### src/rtl/simd_fq_pkg.sv
package simd_fq_pkg;
   localparam int FLT_N       = 5;
   localparam int FLT_UNDEF   = 0;
   localparam int FLT_NODEV   = 1;
   localparam int FLT_FPUERR  = 2;
   localparam int FLT_GENPROT = 3;
   localparam int FLT_ALIGN   = 4;
   typedef logic [FLT_N-1:0] flt_vec_t;
endpackage

### src/rtl/simd_fq_misalign.sv
module simd_fq_misalign #(
   parameter int ADDR_W      = 64,
   parameter int ALIGN_BYTES = 16
) (
   input  logic [ADDR_W-1:0] addr,
   output logic              misaligned
);
   localparam logic [ADDR_W-1:0] LOW_MASK = ADDR_W'(ALIGN_BYTES - 1);

   if ((ALIGN_BYTES & (ALIGN_BYTES - 1)) != 0) begin : g_bad_align
      $error("ALIGN_BYTES must be a power of two");
   end

   assign misaligned = |(addr & LOW_MASK);
endmodule

### src/rtl/simd_fq_prio.sv
module simd_fq_prio #(
   parameter int N = 5
) (
   input  logic [N-1:0] raw,
   output logic [N-1:0] grant
);
   logic [N-1:0] seen;

   assign seen[0]  = 1'b0;
   assign grant[0] = raw[0];

   for (genvar i = 1; i < N; i++) begin : g_stage
      assign seen[i]  = seen[i-1] | raw[i-1];
      assign grant[i] = raw[i] & ~seen[i];
   end
endmodule

### src/rtl/simd_fq_cond.sv
module simd_fq_cond
   import simd_fq_pkg::*;
#(
   parameter int ADDR_W       = 64,
   parameter int CPL_W        = 2,
   parameter int WIDE_BYTES   = 16,
   parameter int NARROW_BYTES = 8
) (
   input  logic              wide,
   input  logic              mem,
   input  logic [ADDR_W-1:0] addr,
   input  logic              lock,
   input  logic              emul,
   input  logic              task_sw,
   input  logic              os_xstate,
   input  logic              simd_ok,
   input  logic              fpu_pend,
   input  logic              ac_en,
   input  logic [CPL_W-1:0]  cpl,
   output flt_vec_t          raw
);
   localparam logic [CPL_W-1:0] USER_CPL = {CPL_W{1'b1}};

   logic mis_wide;
   logic mis_narrow;

   simd_fq_misalign #(.ADDR_W(ADDR_W), .ALIGN_BYTES(WIDE_BYTES)) u_mis_wide (
      .addr       (addr),
      .misaligned (mis_wide)
   );

   simd_fq_misalign #(.ADDR_W(ADDR_W), .ALIGN_BYTES(NARROW_BYTES)) u_mis_narrow (
      .addr       (addr),
      .misaligned (mis_narrow)
   );

   always_comb begin
      raw              = '0;
      raw[FLT_UNDEF]   = lock | emul | (wide & (~os_xstate | ~simd_ok));
      raw[FLT_NODEV]   = task_sw;
      raw[FLT_FPUERR]  = ~wide & fpu_pend;
      raw[FLT_GENPROT] = wide & mem & mis_wide;
      raw[FLT_ALIGN]   = ~wide & mem & mis_narrow & ac_en & (cpl == USER_CPL);
   end
endmodule

### src/rtl/simd_fault_qual.sv
module simd_fault_qual
   import simd_fq_pkg::*;
#(
   parameter int ADDR_W       = 64,
   parameter int CPL_W        = 2,
   parameter int WIDE_BYTES   = 16,
   parameter int NARROW_BYTES = 8
) (
   input  logic              valid_i,
   input  logic              wide_i,
   input  logic              mem_i,
   input  logic [ADDR_W-1:0] addr_i,
   input  logic              lock_i,
   input  logic              emul_i,
   input  logic              task_sw_i,
   input  logic              os_xstate_i,
   input  logic              simd_ok_i,
   input  logic              fpu_pend_i,
   input  logic              ac_en_i,
   input  logic [CPL_W-1:0]  cpl_i,
   output logic [FLT_N-1:0]  fault_o,
   output logic              exec_o
);
   if (ADDR_W < $clog2(WIDE_BYTES) + 1) begin : g_bad_addr
      $error("ADDR_W too narrow for the wide alignment check");
   end
   if (NARROW_BYTES > WIDE_BYTES) begin : g_bad_order
      $error("NARROW_BYTES must not exceed WIDE_BYTES");
   end

   flt_vec_t raw;
   flt_vec_t grant;

   simd_fq_cond #(
      .ADDR_W(ADDR_W), .CPL_W(CPL_W),
      .WIDE_BYTES(WIDE_BYTES), .NARROW_BYTES(NARROW_BYTES)
   ) u_cond (
      .wide      (wide_i),
      .mem       (mem_i),
      .addr      (addr_i),
      .lock      (lock_i),
      .emul      (emul_i),
      .task_sw   (task_sw_i),
      .os_xstate (os_xstate_i),
      .simd_ok   (simd_ok_i),
      .fpu_pend  (fpu_pend_i),
      .ac_en     (ac_en_i),
      .cpl       (cpl_i),
      .raw       (raw)
   );

   simd_fq_prio #(.N(FLT_N)) u_prio (
      .raw   (raw),
      .grant (grant)
   );

   assign fault_o = valid_i ? grant : '0;
   assign exec_o  = valid_i & ~|raw;
endmodule

### config.mk
export PLATFORM = sky130hd
export DESIGN_NAME = simd_fault_qual
export DESIGN_NICKNAME = d
export VERILOG_FILES = /design/src/rtl/simd_fq_pkg.sv /design/src/rtl/simd_fq_misalign.sv /design/src/rtl/simd_fq_prio.sv /design/src/rtl/simd_fq_cond.sv /design/src/rtl/simd_fault_qual.sv
export SDC_FILE = /design/constraint.sdc
export NUM_CORES = 1
export LEC_CHECK = 0
export ABC_AREA = 1
export BUFFER_PORTS_ARGS = -buffer_cell sky130_fd_sc_hd__buf_2
export CORE_MARGIN = 4
export CORE_UTILIZATION = 10
export DETAILED_ROUTE_END_ITERATION = 8
export PLACE_DENSITY = 0.88
export SYNTH_ARGS = -nofsm -noshare
export SYNTH_HDL_FRONTEND = slang
export SYNTH_SLANG_ARGS = --single-unit
### constraint.sdc
create_clock -name vclk -period 0.8
set_input_delay 0.12 -clock vclk [all_inputs]
set_output_delay 0.12 -clock vclk [all_outputs]
set_load 0.02 [all_outputs]
==> impl_metrics.env, run 1 <==
export IMPL_vias=281
export IMPL_violations="setup timing"
export IMPL_die_w_um=45.3
export IMPL_viasPerCell=4.01
export IMPL_dp_hpwl_um=478
export IMPL_setup_violations=5
export IMPL_grt_use_met1_pct=7.06
export IMPL_p_leak_uw=0.000214
export IMPL_final_hold_viol_count=0
export IMPL_pwr_share_comb_pct=100.0
export IMPL_grt_pass1_wl_um=959
export IMPL_drive_above_1_share_pct=81.8
export IMPL_finalCriticalPeriod_ps=888
export IMPL_grt_util_met2_pct=13.0
export IMPL_maxSlewViolCount=0
export IMPL_synth_top_cell_area_share_pct=32.4
export IMPL_nFlopsAndLatches=0
export IMPL_p_per_area_nw_per_um2=410
export IMPL_synth_cell_type_count=9
export IMPL_synth_nets=107
export IMPL_grt_overflow_total=0
export IMPL_grt_usage_pct=6.23
export IMPL_row_count=13
export IMPL_grt_pass1_vias=248
export IMPL_ir_drop_uv=126
export IMPL_first_iter_violations=1
export IMPL_yosysSeqAreaShare_pct=0
export IMPL_grt_max_degree=4
export IMPL_syn2layout_area_growth_pct=232
export IMPL_fillers=138
export IMPL_internal_power_uw=102
export IMPL_worst_hold_slack_ps=569
export IMPL_antenna_found_initial=0
export IMPL_power_frac_clock_pct=0
export IMPL_post_drt_wl_per_cell_um=9.74
export IMPL_placed_area_um2=280
export IMPL_crit_fanout=2
export IMPL_synth_area_per_cell_um2=4.48
export IMPL_cp_start_kind="input pin"
export IMPL_initial_utilization_pct=10.7
export IMPL_hold_path_class="in -> out"
export IMPL_drcViolationCount=0
export IMPL_design_area_um2=460
export IMPL_core_um2=1300
export IMPL_tns_ps=-338
export IMPL_synthCells=31
export IMPL_maxCapViolCount=0
export IMPL_use_met3_pct=0.398
export IMPL_gp_congestion=0.665
export IMPL_num_antenna_cells=0
export IMPL_cp_arrival_ps=770
export IMPL_fin_nets=133
export IMPL_fin_crit_sh_pct=111
export IMPL_fp_dieArea_um2=2050
export IMPL_ys_top_cells_by_area="nand2_1 32%, nor2_1 24%, inv_1 11%"
export IMPL_fmax_mhz=1130
export IMPL_rsz0062_at_grt="true"
export IMPL_ant_nets=0
export IMPL_first_pass_iters=2
export IMPL_seq_area_um2=0
export IMPL_path_class="in -> out"
export IMPL_worst_slew_pin_slew_ps=121
export IMPL_power_frac_seq_pct=0
export IMPL_drt_total_wl_um=682
export IMPL_finalWorstSetupSlack_ps=-88.5
export IMPL_n_clock_buffer=0
export IMPL_synth_top_area_cell="nand2_1"
export IMPL_power_switching_uw=86.7
export IMPL_ios=82
export IMPL_yosysWarnings=0
export IMPL_crit_required_ps=680
export IMPL_portBuffers=22
export IMPL_max_slew_margin_pct=91.9
export IMPL_die_h_um=45.3
export IMPL_outcome="finished with violations"
export IMPL_swShare_pct=45.9
export IMPL_synthesis_area_um2=139
export IMPL_worstSetupEndpointType="output pin"
export IMPL_busiest_layer="met2"
path summary, 6_finish.rpt:
kind,start,end,slack [ps],cells past startpoint
hold / removal,valid_i,fault_o[1],570,4
setup / recovery,lock_i,fault_o[2],-90,7
power by group through the flow:
| stage | combinational [uW] | clock [uW] | sequential (uW) |
|---|---|---|---|
| 3_3_place_gp | 103 | 0 | 0 |
| 3_5_place_dp | 106 | 0 | 0 |
| 4_1_cts | 154 | 0 | 0 |
| 6_report | 189 | 0 | 0 |
| 5_1_grt | 205 | 0 | 0 |
| 2_1_floorplan | 47.6 | 0 | 0 |
final cells by class:
type	count	area (um^2)	area share, %
well taps	15	18.8	4.08
multi-input cells	26	194	42.1
repair buffers	24	214	46.5
inverters	5	33.8	7.34
worst max-delay path: stages:
cell     delay (ps)
buf_6           100
nor2_4          130
nand2_2          70
inv_2            60
nand2_2          60
nor2_4          100
buf_6           120
synth_stat cells:
master,count
inv_1,4
inv_2,1
nand2_1,12
nand2_2,1
nand3_1,1
nand4_2,1
nor2_1,9
nor2_2,1
nor2_4,1
metal layers:
layer | part of all wire [%] | up-vias
met5 | 0 | -
met3 | 17 | 0
met1 | 29 | 118
li1 | - | 141
met2 | 54 | 22
met4 | 0 | 0
what timing repair did:
item	CTS	global route
endpoints found under the setup margin	6	6
gates cloned	0	0
pin swaps	12	14
gates resized for setup	25	22
buffers inserted	0	1
hold buffers	0	0
cells in the final DEF, fill, tap and decap left out:
master and n:
buf_12 1, buf_2 8, buf_4 5, buf_6 9, buf_8 1, clkinv_8 1, inv_1 2, inv_2 1
inv_4 1, nand2_1 5, nand2_2 7, nand2_4 1, nand3_1 1, nand4_4 1, nor2_1 2, nor2_2 3
nor2_4 6
cells by family (layout without fill, tap and decap cells):
| family | after synthesis | in the layout | synth area share (%) |
|---|---|---|---|
| and+or+nand+nor | 26 | 26 | 86.5 |
| buffers and inverters | 5 | 29 | 13.5 |
per-stage QoR:
| stage | utilization, % | setup WS [ps] | std cells | power [uW] |
|---|---|---|---|---|
| after floorplan | - | 3.43 | 31 | 47.6 |
| after global placement | 21.5 | -119 | 69 | 103 |
| after detailed placement | 21.5 | -124 | 69 | 106 |
| after CTS | 29.3 | -70.9 | 69 | 154 |
| after global routing | 35.4 | -152 | 70 | 205 |
| final | 35.4 | -88.5 | 70 | 189 |
Note: power is estimated with default switching activity, not from simulation.
==> run 2: changes to the inputs <==
CORE_UTILIZATION = 14   (was 10)
PLACE_DENSITY = 0.92   (was 0.88)
SYNTH_HIERARCHICAL = 1   (was not set)
==> run 2 against run 1 <==
  * The run still ends with setup timing left
  * Worst hold slack improved by 2.7 ps
  * First-iteration DRC count decreased by 100%
  * Synthesized area increased by 41%
  * Flip-flop and latch count unchanged
  * Sequential share of layout area unchanged
  * Power decreased by 2.4%
  * Die area increased by 0.86%
==> impl_metrics.env, run 2 <==
export IMPL_cp_common_cell="nand2_1"
export IMPL_vias=307
export IMPL_drcViolationCount=0
export IMPL_core_um2=1320
export IMPL_hold_path_class="in -> out"
export IMPL_synth_most_common_cell="nand2_1"
export IMPL_antenna_found_initial=0
export IMPL_worstSetupEndpointType="output pin"
export IMPL_final_common_cell="buf_6"
export IMPL_slowest_delay_ps=120
export IMPL_grt_max_degree=7
export IMPL_worst_hold_slack_ps=572
export IMPL_fin_crit_sh_pct=129
export IMPL_synth_nets=126
export IMPL_yosys_top_cells_count="19 x nand2_1, 14 x nor2_1, 13 x inv_1, 2 x buf_4"
export IMPL_path_cells="buf_6 > nor2_4 > nand2_1 > nand2_1 > inv_1 > nand2_2 > nor2_2 > nor2_1 > nand2_1 > nor2_4 > buf_6"
export IMPL_viasPerCell=3.57
export IMPL_final_cell_mix="16 x buf_6, 14 x nand2_1, 7 x inv_2, 7 x buf_2"
export IMPL_grt_usage_pct=5.37
export IMPL_die_h_um=45.5
export IMPL_grt_overflow_total=0
export IMPL_cp_start_kind="input pin"
export IMPL_outcome="finished with violations"
export IMPL_yosysWarnings=6
export IMPL_fin_nets=149
export IMPL_worst_slew_pin_slew_ps=130
export IMPL_nFlopsAndLatches=0
export IMPL_synth_top_area_cell="nand2_1"
export IMPL_crit_required_ps=680
export IMPL_violations="setup timing"
export IMPL_final_hold_viol_count=0
export IMPL_path_buf_inv=3
export IMPL_die_w_um=45.5
export IMPL_maxSlewViolCount=0
export IMPL_initial_utilization_pct=14.9
export IMPL_dp_hpwl_um=533
export IMPL_grt_pass1_wl_um=924
export IMPL_final_util_pct=36.5
export IMPL_finalPower_uw=184
export IMPL_yosysSeqAreaShare_pct=0
export IMPL_first_pass_iters=1
export IMPL_synthesis_area_um2=196
export IMPL_p_leak_uw=0.000272
export IMPL_n_clock_buffer=0
export IMPL_critical_path_slowest_cell="buf_6"
export IMPL_seq_area_um2=0
export IMPL_crit_fanout=2
export IMPL_p_per_area_nw_per_um2=384
export IMPL_setup_violations=6
export IMPL_fmax_mhz=972
export IMPL_rsz0062_at_grt="true"
export IMPL_synthCells=50
export IMPL_cp_top_family="simple AND/OR/NAND/NOR gates"
export IMPL_ys_top_cells_by_area="nand2_1 36%, nor2_1 27%, inv_1 25%"
export IMPL_drt_total_wl_um=659
export IMPL_finalWorstSetupSlack_ps=-229
export IMPL_post_drt_wl_per_cell_um=7.66
export IMPL_cp_arrival_ps=910
export IMPL_row_count=13
export IMPL_maxCapViolCount=0
export IMPL_syn2layout_area_growth_pct=145
export IMPL_drive_above_1_share_pct=63.4
export IMPL_pre_cts_slack_ps=-311
export IMPL_tns_ps=-848
export IMPL_path_class="in -> out"
export IMPL_synth_cell_type_count=6
export IMPL_synth_top_cell_area_share_pct=36.3
export IMPL_synth_area_per_cell_um2=3.93
export IMPL_max_slew_margin_pct=91.3
export IMPL_gp_congestion=0.691
export IMPL_ant_nets=0
export IMPL_ir_drop_uv=127
export IMPL_fp_dieArea_um2=2070
export IMPL_portBuffers=22
export IMPL_grt_pass1_vias=274
export IMPL_ios=82
export IMPL_cts_hold_buf=0
export IMPL_finalCriticalPeriod_ps=1030
export IMPL_num_antenna_cells=0
export IMPL_first_iter_violations=0
run 2: changes by cell type in the layout (fill, tap and decap cells not counted), sizes merged:
cell	before	now
inv	4	14
nand2	13	19
nor2	11	14
buf	24	23
clkinv	1	0
nand3	1	0
nand4	1	0
nor3	0	1
run 2: power by group:
group / switching [uW] / internal, uW / leakage [uW] / total, uW
registers: 0 / 0 / 0 / 0
logic: 84.8 / 99.4 / 0.000272 / 184
clock network: 0 / 0 / 0 / 0
run 2: cell type report:
type / count / area, um^2
Fill cell: 145 / 837
Inverter: 14 / 55.1
Multi-Input combinational cell: 34 / 191
Tap cell: 15 / 18.8
Timing Repair Buffer: 23 / 215
run 2: worst paths after layout:
check       from  slack, ps          to  depth (start not counted)
max    addr_i[1]       -230      exec_o                         11
min      valid_i        570  fault_o[0]                          4
run 2: tightest hold or removal path: stages:
cell	delay [ps]
buf_2	130
nand2_2	60
inv_2	40
buf_6	100
run 2: repair_timing:
item / 4_1_cts / 5_1_grt
cloned: 0 / 0
setup buffers: 0 / 1
resized for setup: 28 / 15
pin swaps: 11 / 9
setup endpoints to repair: 6 / 6
run 2: stage by stage:
| step | area (um^2) | std cells |
|---|---|---|
| floorplan | 214 | 50 |
| global placement | 328 | 85 |
| detailed placement | 328 | 85 |
| CTS | 424 | 85 |
| global route | 480 | 86 |
| finish | 480 | 86 |
run 2: routing by layer:
layer	vias up	track usage (%)	routed length (um)
li1	179	-	-
met1	114	6.74	243
met2	14	10.3	353
met3	0	0.395	61
met4	0	0	0
met5	-	0	0
run 2: kinds of logic (layout without fill, tap and decap cells):
| group | Yosys count | in the layout | share of synthesized area, % |
|---|---|---|---|
| AND/OR/NAND/NOR | 34 | 34 | 65.6 |
| buffers and inverters | 16 | 37 | 34.4 |
==> run 3: changes to the inputs <==
GPL_TIMING_DRIVEN = 0   (was not set)
==> run 3 against run 2 <==
  * The flow still finishes with violations (setup timing)
  * Combinational power increased by 5%
  * Flip-flop and latch count unchanged
  * Non-clock buffer count unchanged
  * Worst hold slack improved by 5.9 ps
  * Die area unchanged
  * Global-route usage increased by 0.88 points
  * Worst setup slack about the same
  * Power increased by 5.1%
  * Via count increased by 10%
  * First-iteration DRC count increased by 1
  * Critical endpoint unchanged
  * Largest cell class unchanged
==> impl_metrics.env, run 3 (synthesis gave the netlist of run 2 again) <==
export IMPL_num_antenna_cells=0
export IMPL_instances_no_fill=86
export IMPL_fmax_mhz=972
export IMPL_cp_start_kind="input pin"
export IMPL_syn2layout_area_growth_pct=153
export IMPL_drcViolationCount=0
export IMPL_pre_cts_slack_ps=-320
export IMPL_ant_nets=0
export IMPL_final_cell_mix="15 x nand2_1, 13 x buf_6, 7 x inv_1"
export IMPL_power_frac_clock_pct=0
export IMPL_crit_required_ps=680
export IMPL_path_cells="buf_8 > nor2_4 > nand2_1 > nand2_1 > inv_1 > nand2_1 > nor2_2 > nor2_1 > nand2_1 > nor2_4 > buf_6"
export IMPL_power_frac_seq_pct=0
export IMPL_drive_above_1_share_pct=63.4
export IMPL_first_pass_iters=4
export IMPL_post_drt_wl_per_cell_um=8.15
export IMPL_path_buf_inv=3
export IMPL_dp_hpwl_um=547
export IMPL_ios=82
export IMPL_path_class="in -> out"
export IMPL_place_inst=86
export IMPL_seq_area_um2=0
export IMPL_initial_utilization_pct=14.9
export IMPL_max_slew_margin_pct=92.1
export IMPL_setup_violations=6
export IMPL_hold_path_endpoint="fault_o[0]"
export IMPL_grt_overflow_total=0
export IMPL_cp_arrival_ps=910
export IMPL_maxSlewViolCount=0
export IMPL_viasPerCell=3.93
export IMPL_cp_top_family="simple AND/OR/NAND/NOR gates"
export IMPL_final_util_pct=37.7
export IMPL_ir_drop_uv=137
export IMPL_rsz0062_at_grt="true"
export IMPL_portBuffers=21
export IMPL_die_h_um=45.5
export IMPL_row_count=13
export IMPL_worstSetupEndpointType="output pin"
export IMPL_swShare_pct=44.7
export IMPL_finalCriticalPeriod_ps=1030
export IMPL_p_leak_uw=0.000276
export IMPL_vias=338
export IMPL_first_iter_violations=1
export IMPL_grt_usage_pct=6.25
export IMPL_p_per_area_nw_per_um2=390
export IMPL_core_um2=1320
export IMPL_whs_path_depth=4
export IMPL_grt_max_degree=7
export IMPL_fillers=151
export IMPL_cts_hold_buf=0
export IMPL_power_switching_uw=86.5
export IMPL_finalPower_uw=194
export IMPL_die_w_um=45.5
export IMPL_final_common_cell="nand2_1"
export IMPL_drt_total_wl_um=701
export IMPL_fin_nets=149
export IMPL_maxCapViolCount=0
export IMPL_nFlopsAndLatches=0
export IMPL_n_clock_buffer=0
export IMPL_crit_fanout=2
export IMPL_final_hold_viol_count=0
export IMPL_internal_power_uw=107
export IMPL_min_from="valid_i"
export IMPL_finalWorstSetupSlack_ps=-229
export IMPL_pwr_share_comb_pct=100.0
export IMPL_antenna_found_initial=0
export IMPL_tns_ps=-746
export IMPL_violations="setup timing"
export IMPL_fin_crit_sh_pct=129
export IMPL_critical_path_slowest_cell="buf_6"
export IMPL_hold_path_class="in -> out"
export IMPL_slowest_delay_ps=120
export IMPL_worst_slew_pin_slew_ps=118
export IMPL_outcome="finished with violations"
export IMPL_fp_dieArea_um2=2070
export IMPL_grt_pass1_vias=310
export IMPL_grt_pass1_wl_mm=1.03
export IMPL_cp_common_cell="nand2_1"
export IMPL_gp_congestion=0.699
## run 3: cell type report
type                       count  area (um^2)  share of cell area [%]
timing repair buffer          22          221                    44.6
multi-input combinational     34          194                    39.0
inverter                      14         55.1                    11.1
tap                           15         18.8                    3.78
buffer                         1         7.51                    1.51
## run 3: how the worst max path moves through the flow
stage / from / end / slack, ps / cells after the start
floorplan: addr_i[1] / fault_o[4] / -20 / 10
global placement: addr_i[1] / fault_o[4] / -300 / 12
detailed placement: addr_i[1] / fault_o[4] / -320 / 12
CTS: addr_i[1] / exec_o / -260 / 11
global route: addr_i[1] / fault_o[4] / -320 / 11
finish: addr_i[1] / exec_o / -230 / 11
## run 3: per-stage QoR
| step | hold slack, ps | area (um^2) |
|---|---|---|
| 2_1_floorplan | 348 | 214 |
| 3_3_place_gp | 599 | 338 |
| 3_5_place_dp | 604 | 338 |
| 4_1_cts | 583 | 437 |
| 5_1_grt | 601 | 497 |
| 6_report | 578 | 497 |
## run 3: repair_timing
item,CTS,global route
buffers inserted,1,0
pin swaps,9,12
endpoints found under the setup margin,6,6
gates resized for setup,27,20
hold endpoints to repair,0,0
## run 3: layer usage
metal | GRT usage (%) | routed length (um) | up-vias
li1 | - | - | 178
met1 | 5.81 | 217 | 146
met2 | 13.9 | 401 | 14
met3 | 1.19 | 81 | 0
met4 | 0 | 0 | 0
met5 | 0 | 0 | -
## run 3: worst min-delay path, cell delays in order
cell and delay (ps):
buf_2 140, nand2_2 60, inv_2 40, buf_6 100
## run 3: power by group through the flow
stage	Sequential, uW	Clock, uW	Combinational [uW]
after floorplan	0	0	63.1
after global placement	0	0	117
after detailed placement	0	0	121
after CTS	0	0	164
after global routing	0	0	213
final	0	0	194
